**src/rtl/ccu_pkg.sv**
```systemverilog
package ccu_pkg;
  typedef enum logic {ST_RUN = 1'b0, ST_RESTORE = 1'b1} ccu_state_e;
endpackage

```
**src/rtl/ccu_fifo.sv**
```systemverilog
module ccu_fifo #(
  parameter int DEPTH = 4,
  parameter int EW    = 8,
  localparam int PW   = (DEPTH > 1) ? $clog2(DEPTH) : 1,
  localparam int CW   = $clog2(DEPTH + 1)
) (
  input  logic          clk_i,
  input  logic          rst_ni,
  input  logic          push_i,
  input  logic [EW-1:0] push_data_i,
  input  logic          pop_i,
  input  logic          flush_i,
  output logic [EW-1:0] head_o,
  output logic          full_o,
  output logic          empty_o
);
  logic [EW-1:0] mem_q [DEPTH];
  logic [PW-1:0] rd_q, wr_q;
  logic [CW-1:0] cnt_q;

  assign full_o  = (cnt_q == CW'(DEPTH));
  assign empty_o = (cnt_q == '0);
  assign head_o  = mem_q[rd_q];

  always_ff @(posedge clk_i or negedge rst_ni) begin
    if (!rst_ni) begin
      rd_q  <= '0;
      wr_q  <= '0;
      cnt_q <= '0;
    end else if (flush_i) begin
      rd_q  <= '0;
      wr_q  <= '0;
      cnt_q <= '0;
    end else begin
      if (push_i) wr_q <= (wr_q == PW'(DEPTH - 1)) ? '0 : wr_q + 1'b1;
      if (pop_i)  rd_q <= (rd_q == PW'(DEPTH - 1)) ? '0 : rd_q + 1'b1;
      if (push_i && !pop_i)      cnt_q <= cnt_q + 1'b1;
      else if (pop_i && !push_i) cnt_q <= cnt_q - 1'b1;
    end
  end

  always_ff @(posedge clk_i) begin
    if (push_i) mem_q[wr_q] <= push_data_i;
  end
endmodule

```
**src/rtl/ccu_backup_rf.sv**
```systemverilog
module ccu_backup_rf #(
  parameter int NREG = 8,
  parameter int XLEN = 16,
  localparam int AW  = $clog2(NREG)
) (
  input  logic            clk_i,
  input  logic            rst_ni,
  input  logic            we_i,
  input  logic [AW-1:0]   waddr_i,
  input  logic [XLEN-1:0] wdata_i,
  input  logic [AW-1:0]   raddr_i,
  output logic [XLEN-1:0] rdata_o
);
  logic [XLEN-1:0] rf_q [NREG];

  assign rdata_o = rf_q[raddr_i];

  // r0 stays zero
  assign rf_q[0] = '0;

  for (genvar g = 1; g < NREG; g++) begin : g_reg
    always_ff @(posedge clk_i or negedge rst_ni) begin
      if (!rst_ni)                         rf_q[g] <= '0;
      else if (we_i && waddr_i == AW'(g))  rf_q[g] <= wdata_i;
    end
  end
endmodule

```
**src/rtl/ccu_ctrl.sv**
```systemverilog
module ccu_ctrl
  import ccu_pkg::*;
#(
  parameter int NREG = 8,
  localparam int AW  = $clog2(NREG)
) (
  input  logic          clk_i,
  input  logic          rst_ni,
  input  logic          verdict_valid_i,
  input  logic          verdict_pass_i,
  input  logic          fifo_empty_i,
  input  logic          head_has_rd_i,
  input  logic          head_has_st_i,
  input  logic [AW-1:0] head_rd_i,
  output logic          pop_o,
  output logic          flush_o,
  output logic          bkp_we_o,
  output logic          st_release_o,
  output logic          run_o,
  output logic [AW-1:0] restore_idx_o,
  output logic          redirect_o,
  output logic          err_o
);
  ccu_state_e    state_q;
  logic [AW-1:0] idx_q;
  logic          verdict_ok;

  assign run_o         = (state_q == ST_RUN);
  assign verdict_ok    = run_o && verdict_valid_i && !fifo_empty_i;
  assign pop_o         = verdict_ok && verdict_pass_i;
  assign flush_o       = verdict_ok && !verdict_pass_i;
  assign bkp_we_o      = pop_o && head_has_rd_i && (head_rd_i != '0);
  assign st_release_o  = pop_o && head_has_st_i;
  assign restore_idx_o = idx_q;

  always_ff @(posedge clk_i or negedge rst_ni) begin
    if (!rst_ni) begin
      state_q    <= ST_RUN;
      idx_q      <= '0;
      redirect_o <= 1'b0;
      err_o      <= 1'b0;
    end else begin
      redirect_o <= 1'b0;
      if (flush_o) begin
        state_q <= ST_RESTORE;
        idx_q   <= AW'(1);
        err_o   <= 1'b1;
      end else if (!run_o) begin
        if (idx_q == AW'(NREG - 1)) begin
          state_q    <= ST_RUN;
          idx_q      <= '0;
          redirect_o <= 1'b1;
        end else begin
          idx_q <= idx_q + 1'b1;
        end
      end
    end
  end
endmodule

```
**src/rtl/chk_commit_unit.sv**
```systemverilog
module chk_commit_unit #(
  parameter int              NREG         = 8,
  parameter int              XLEN         = 16,
  parameter int              DEPTH        = 4,
  parameter int              SBW          = 2,
  parameter logic [XLEN-1:0] HANDLER_BASE = 16'h0100,
  localparam int             AW           = $clog2(NREG),
  localparam int             EW           = 2 + AW + XLEN + SBW
) (
  input  logic            clk_i,
  input  logic            rst_ni,
  input  logic            enq_valid_i,
  input  logic            enq_has_rd_i,
  input  logic            enq_has_st_i,
  input  logic [AW-1:0]   enq_rd_i,
  input  logic [XLEN-1:0] enq_data_i,
  input  logic [SBW-1:0]  enq_sb_ptr_i,
  output logic            full_o,
  input  logic            verdict_valid_i,
  input  logic            verdict_pass_i,
  output logic            st_release_o,
  output logic [SBW-1:0]  st_release_ptr_o,
  output logic            flush_o,
  output logic            stall_o,
  output logic            restore_we_o,
  output logic [AW-1:0]   restore_addr_o,
  output logic [XLEN-1:0] restore_data_o,
  output logic            redirect_o,
  output logic [XLEN-1:0] redirect_pc_o,
  output logic            err_flag_o
);
  logic [EW-1:0]   head, enq_word;
  logic            fifo_full, fifo_empty, push, pop, run, bkp_we;
  logic            h_has_rd, h_has_st;
  logic [AW-1:0]   h_rd, ridx;
  logic [XLEN-1:0] h_data;
  logic [SBW-1:0]  h_ptr;

  assign enq_word = {enq_has_rd_i, enq_has_st_i, enq_rd_i, enq_data_i, enq_sb_ptr_i};
  assign {h_has_rd, h_has_st, h_rd, h_data, h_ptr} = head;
  assign push = enq_valid_i && !fifo_full && run;

  ccu_fifo #(.DEPTH(DEPTH), .EW(EW)) u_fifo (
    .clk_i, .rst_ni,
    .push_i(push), .push_data_i(enq_word),
    .pop_i(pop), .flush_i(flush_o),
    .head_o(head), .full_o(fifo_full), .empty_o(fifo_empty)
  );

  ccu_ctrl #(.NREG(NREG)) u_ctrl (
    .clk_i, .rst_ni,
    .verdict_valid_i, .verdict_pass_i,
    .fifo_empty_i(fifo_empty),
    .head_has_rd_i(h_has_rd), .head_has_st_i(h_has_st), .head_rd_i(h_rd),
    .pop_o(pop), .flush_o(flush_o), .bkp_we_o(bkp_we),
    .st_release_o(st_release_o), .run_o(run), .restore_idx_o(ridx),
    .redirect_o(redirect_o), .err_o(err_flag_o)
  );

  ccu_backup_rf #(.NREG(NREG), .XLEN(XLEN)) u_bkp (
    .clk_i, .rst_ni,
    .we_i(bkp_we), .waddr_i(h_rd), .wdata_i(h_data),
    .raddr_i(ridx), .rdata_o(restore_data_o)
  );

  assign full_o           = fifo_full;
  assign st_release_ptr_o = h_ptr;
  assign stall_o          = !run;
  assign restore_we_o     = !run;
  assign restore_addr_o   = ridx;
  assign redirect_pc_o    = HANDLER_BASE;
endmodule

```
**config.mk**
```make
export PLATFORM = sky130hd
export DESIGN_NAME = chk_commit_unit
export DESIGN_NICKNAME = d
export VERILOG_FILES = /design/src/rtl/ccu_pkg.sv /design/src/rtl/ccu_fifo.sv /design/src/rtl/ccu_backup_rf.sv /design/src/rtl/ccu_ctrl.sv /design/src/rtl/chk_commit_unit.sv
export SDC_FILE = /design/constraint.sdc
export NUM_CORES = 1
export LEC_CHECK = 0
export BUFFER_PORTS_ARGS = -buffer_cell sky130_fd_sc_hd__buf_2
export CELL_PAD_IN_SITES_DETAIL_PLACEMENT = 2
export CELL_PAD_IN_SITES_GLOBAL_PLACEMENT = 2
export CORE_ASPECT_RATIO = 1.4
export CORE_MARGIN = 3
export CORE_UTILIZATION = 40
export DETAILED_ROUTE_END_ITERATION = 8
export PLACE_DENSITY_LB_ADDON = 0.1
export RECOVER_POWER = 50
export SYNTH_ARGS = -nofsm -noshare
export SYNTH_HDL_FRONTEND = slang
export SYNTH_SLANG_ARGS = --single-unit
```
**constraint.sdc**
```tcl
create_clock -name clk_i -period 2.44 [get_ports clk_i]
set_input_delay 0.122 -clock clk_i [delete_from_list [all_inputs] [get_ports clk_i]]
set_output_delay 0.122 -clock clk_i [all_outputs]
set_load 0.03 [all_outputs]
```
==> impl_metrics.json <==
{
  "status": "finished with violations",
  "violations": "capacitance limit, slew limit",
  "antenna_found_initial": 0,
  "gp_congestion": 0.698,
  "crit_path_max_incr_delay_ns": 0.40,
  "cp_max_fo": 28,
  "die-area_sq_mm": 0.0253,
  "regArea_sq_mm": 0.00589,
  "synth_top_family_by_area": "multiplexers",
  "final_cell_mix": "dfrtp_1 (123), mux2_2 (118), edfxtp_1 (92)",
  "synthArstFlopShare_pct": 57.6,
  "n_antenna_cell": 0,
  "fmax_mhz": 427,
  "synthFlopType": "dfrtp_1",
  "dp_hpwl_um": 14100,
  "relSlewSlack_pct": -10.5,
  "drv_cap": 1,
  "cts_tree": "built",
  "vias": 5126,
  "cp_num_buf_inv": 3,
  "drt-initial-drc-count": 211,
  "ys_warn_count": 0,
  "multi_input_area_sq_mm": 0.00323,
  "cp.required_ns": 2.32,
  "drt_pre_antenna_iters": 6,
  "cts.clk_slew.worst_paths_ns": 0.06,
  "post-route-drc-count": 0,
  "synth-edff-count": 92,
  "htreeDepth": 1,
  "rows": 65,
  "fin_util_pct": 48.6,
  "areaGrowthSynthToFinish_pct": 18.2,
  "synthMuxAreaShare_pct": 25.6,
  "setup_viol": 0,
  "worst_pin_slew_ns": 1.66,
  "die_x_um": 135,
  "crit_arrival_ns": 2.22,
  "path_delay_family": "buffers and inverters",
  "min_period_ns": 2.34,
  "netlist.area_leader.share_pct": 33.4,
  "synth-compound-area-share_pct": 2.62,
  "fin_total_pwr_mw": 13.0,
  "totalWireLength_um": 22100,
  "drive_gt1_share_pct": 39.6,
  "drv_slew": 31,
  "ff2ff_setup_slack_ns": 0.1,
  "grt_remaining_overflow": 0,
  "path_class": "flop to output port",
  "grt_pass1_wl_um": 35000,
  "clk_latency_ns": 0.52,
  "grt_start_max_net_pins": 63,
  "rsz0062_at_grt": "yes",
  "synthAdderAreaFrac_pct": 1.28,
  "finalClockSkew_ns": 0.0188,
  "cts_root_buffer": "clkbuf_16",
  "critical_path.slowest_cell": "dfrtp_1",
  "port_buffers": 55,
  "die_h_um": 187,
  "crit_chain": "buf_12 -> nor2b_1 -> buf_4 -> a22oi_1 -> o21ai_0 -> buf_2",
  "powerDensity_mw_per_mm2": 1170,
  "setup.worst_path.start_class": "flop",
  "via_per_inst": 5.27,
  "start_util_pct": 41.1,
  "vdd_drop_max_uv": 662,
  "synth_area_sq_mm": 0.00937,
  "dr_wl_met3_um": 758,
  "worstHoldPathType": "primary input to flop",
  "final_common_cell": "dfrtp_1",
  "wire_per_inst_um": 22.7,
  "wl_met2_um": 12200,
  "yosys.area.top_type": "dfrtp_1",
  "synthCells": 555,
  "m1WireLength_um": 8850,
  "seq_area_frac_synth_pct": 62.9,
  "core_sq_mm": 0.0228,
  "hold_ws_ns": 0.159,
  "finalHoldViolCount": 0,
  "p_leak_nw": 4.61,
  "clock-sinks": 217,
  "grt_util_all_layers_pct": 17.9,
  "numCtsBuffers": 23,
  "num-fill-cells": 2103,
  "top_layer_used": "met4",
  "synthSimpleGateAreaFrac_pct": 3.97,
  "synth-xor-area-share_pct": 0.187,
  "synth_cell_types": 42,
  "detail-route-antenna-nets": 0,
  "fin_nets": 692,
  "yosys_register_bits": 217,
  "io_pins": 72,
  "avgSynthCellArea_sq_um": 16.9,
  "fin_crit_sh_pct": 96.0,
  "cts_buffer_depth": 3,
  "synth_top_cells_by_area": "dfrtp_1 (33%), edfxtp_1 (29%), mux2_2 (14%)",
  "grt_pass1_vias": 5951,
  "crit_path_end_kind": "output port"
}
-- synthesized netlist by cell type, drive strengths merged (2+ instances only) --
cell / number
edfxtp: 92
nand3: 6
or3: 2
dfrtp: 125
nor3: 4
nand2b: 2
a21oi: 2
mux4: 39
inv: 7
nor2: 7
mux2: 129
and2: 6
mux2i: 2
ha: 8
clkbuf: 15
a22oi: 16
o21ai: 20
nor2b: 2
conb: 2
buf: 32
nor3b: 4
nand2: 23
-- power by group --
| part | total, mW | internal [mW] | switching (mW) | leakage (nW) |
|---|---|---|---|---|
| clock | 3.44 | 2.00 | 1.44 | 0.360 |
| sequential | 5.30 | 4.76 | 0.541 | 2.51 |
| combinational | 4.25 | 1.91 | 2.34 | 1.75 |
-- final cells by class --
class	instances	area share (%)
clock buffer	28	5.55
clock inverter	14	1.10
inverter	7	0.237
multi-input combinational	298	29.1
sequential	217	53.2
tap	301	3.40
timing repair buffer	108	7.34
-- routing by layer --
layer	vias to the layer above	GRT usage, %
li1	2264	-
met4	0	3.96
met2	75	33.3
met3	21	2.34
met5	-	0
met1	2766	22.0
-- registers in the layout (all words and copies together) (netlist names) --
register	cells
u_fifo.mem_q	92
u_ctrl.redirect_o	1
u_ctrl.state_q	1
u_fifo.wr_q	2
u_fifo.cnt_q	3
u_bkp.rf_q	112
u_ctrl.err_o	1
u_fifo.rd_q	2
u_ctrl.restore_idx_o	3
-- worst min-delay path, delay by kind of cell --
kind | cells | cell delay (ns)
AND/OR/NAND/NOR | 2 | 0.27
AO/OA/AOI/OAI | 1 | 0.13
buffers and inverters | 1 | 0.11
-- what timing repair did --
action	4_1_cts	5_1_grt
gates resized for setup	3	4
pin swaps	0	1
buffers inserted	0	3
hold buffers	25	0
endpoints found under the setup margin	9	9
endpoints found under the hold margin	166	0
-- cell families after synthesis --
logic type,count (synthesis)
buffers and inverters,54
DFF,217
adders and majority gates,9
xor gates and xnor gates,2
muxes,170
and+or+nand+nor,61
AOI/OAI and AO/OA,40
other,2
-- metrics by stage --
| stage | instance area (sq um) | setup slack (ns) | TNS, ns | instances |
|---|---|---|---|---|
| after global routing | 11100 | -0.0227 | -0.0367 | 973 |
| after detailed placement | 10100 | -0.00764 | -0.0181 | 903 |
| after CTS | 11100 | 0.0268 | 0 | 970 |
| after global placement | 10100 | 0.0926 | 0 | 903 |
| final | 11100 | 0.0977 | 0 | 973 |
| after floorplan | 9430 | 0.00972 | 0 | 569 |
-- final timing paths --
check                                             start                       to  depth (start not counted)
worst max-delay path            u_ctrl.restore_idx_o[1]        restore_data_o[1]                          6
worst max register to register           u_fifo.rd_q[0]           u_bkp.rf_q[95]                          5
max in group asynchronous                        rst_ni  u_ctrl.restore_idx_o[0]                          3
min in group asynchronous                        rst_ni           u_bkp.rf_q[42]                          2
worst min-delay path                    verdict_valid_i           u_fifo.rd_q[1]                          4
worst min register to register             u_ctrl.err_o             u_ctrl.err_o                          1
No activity file was read; power rests on OpenSTA's default activity.
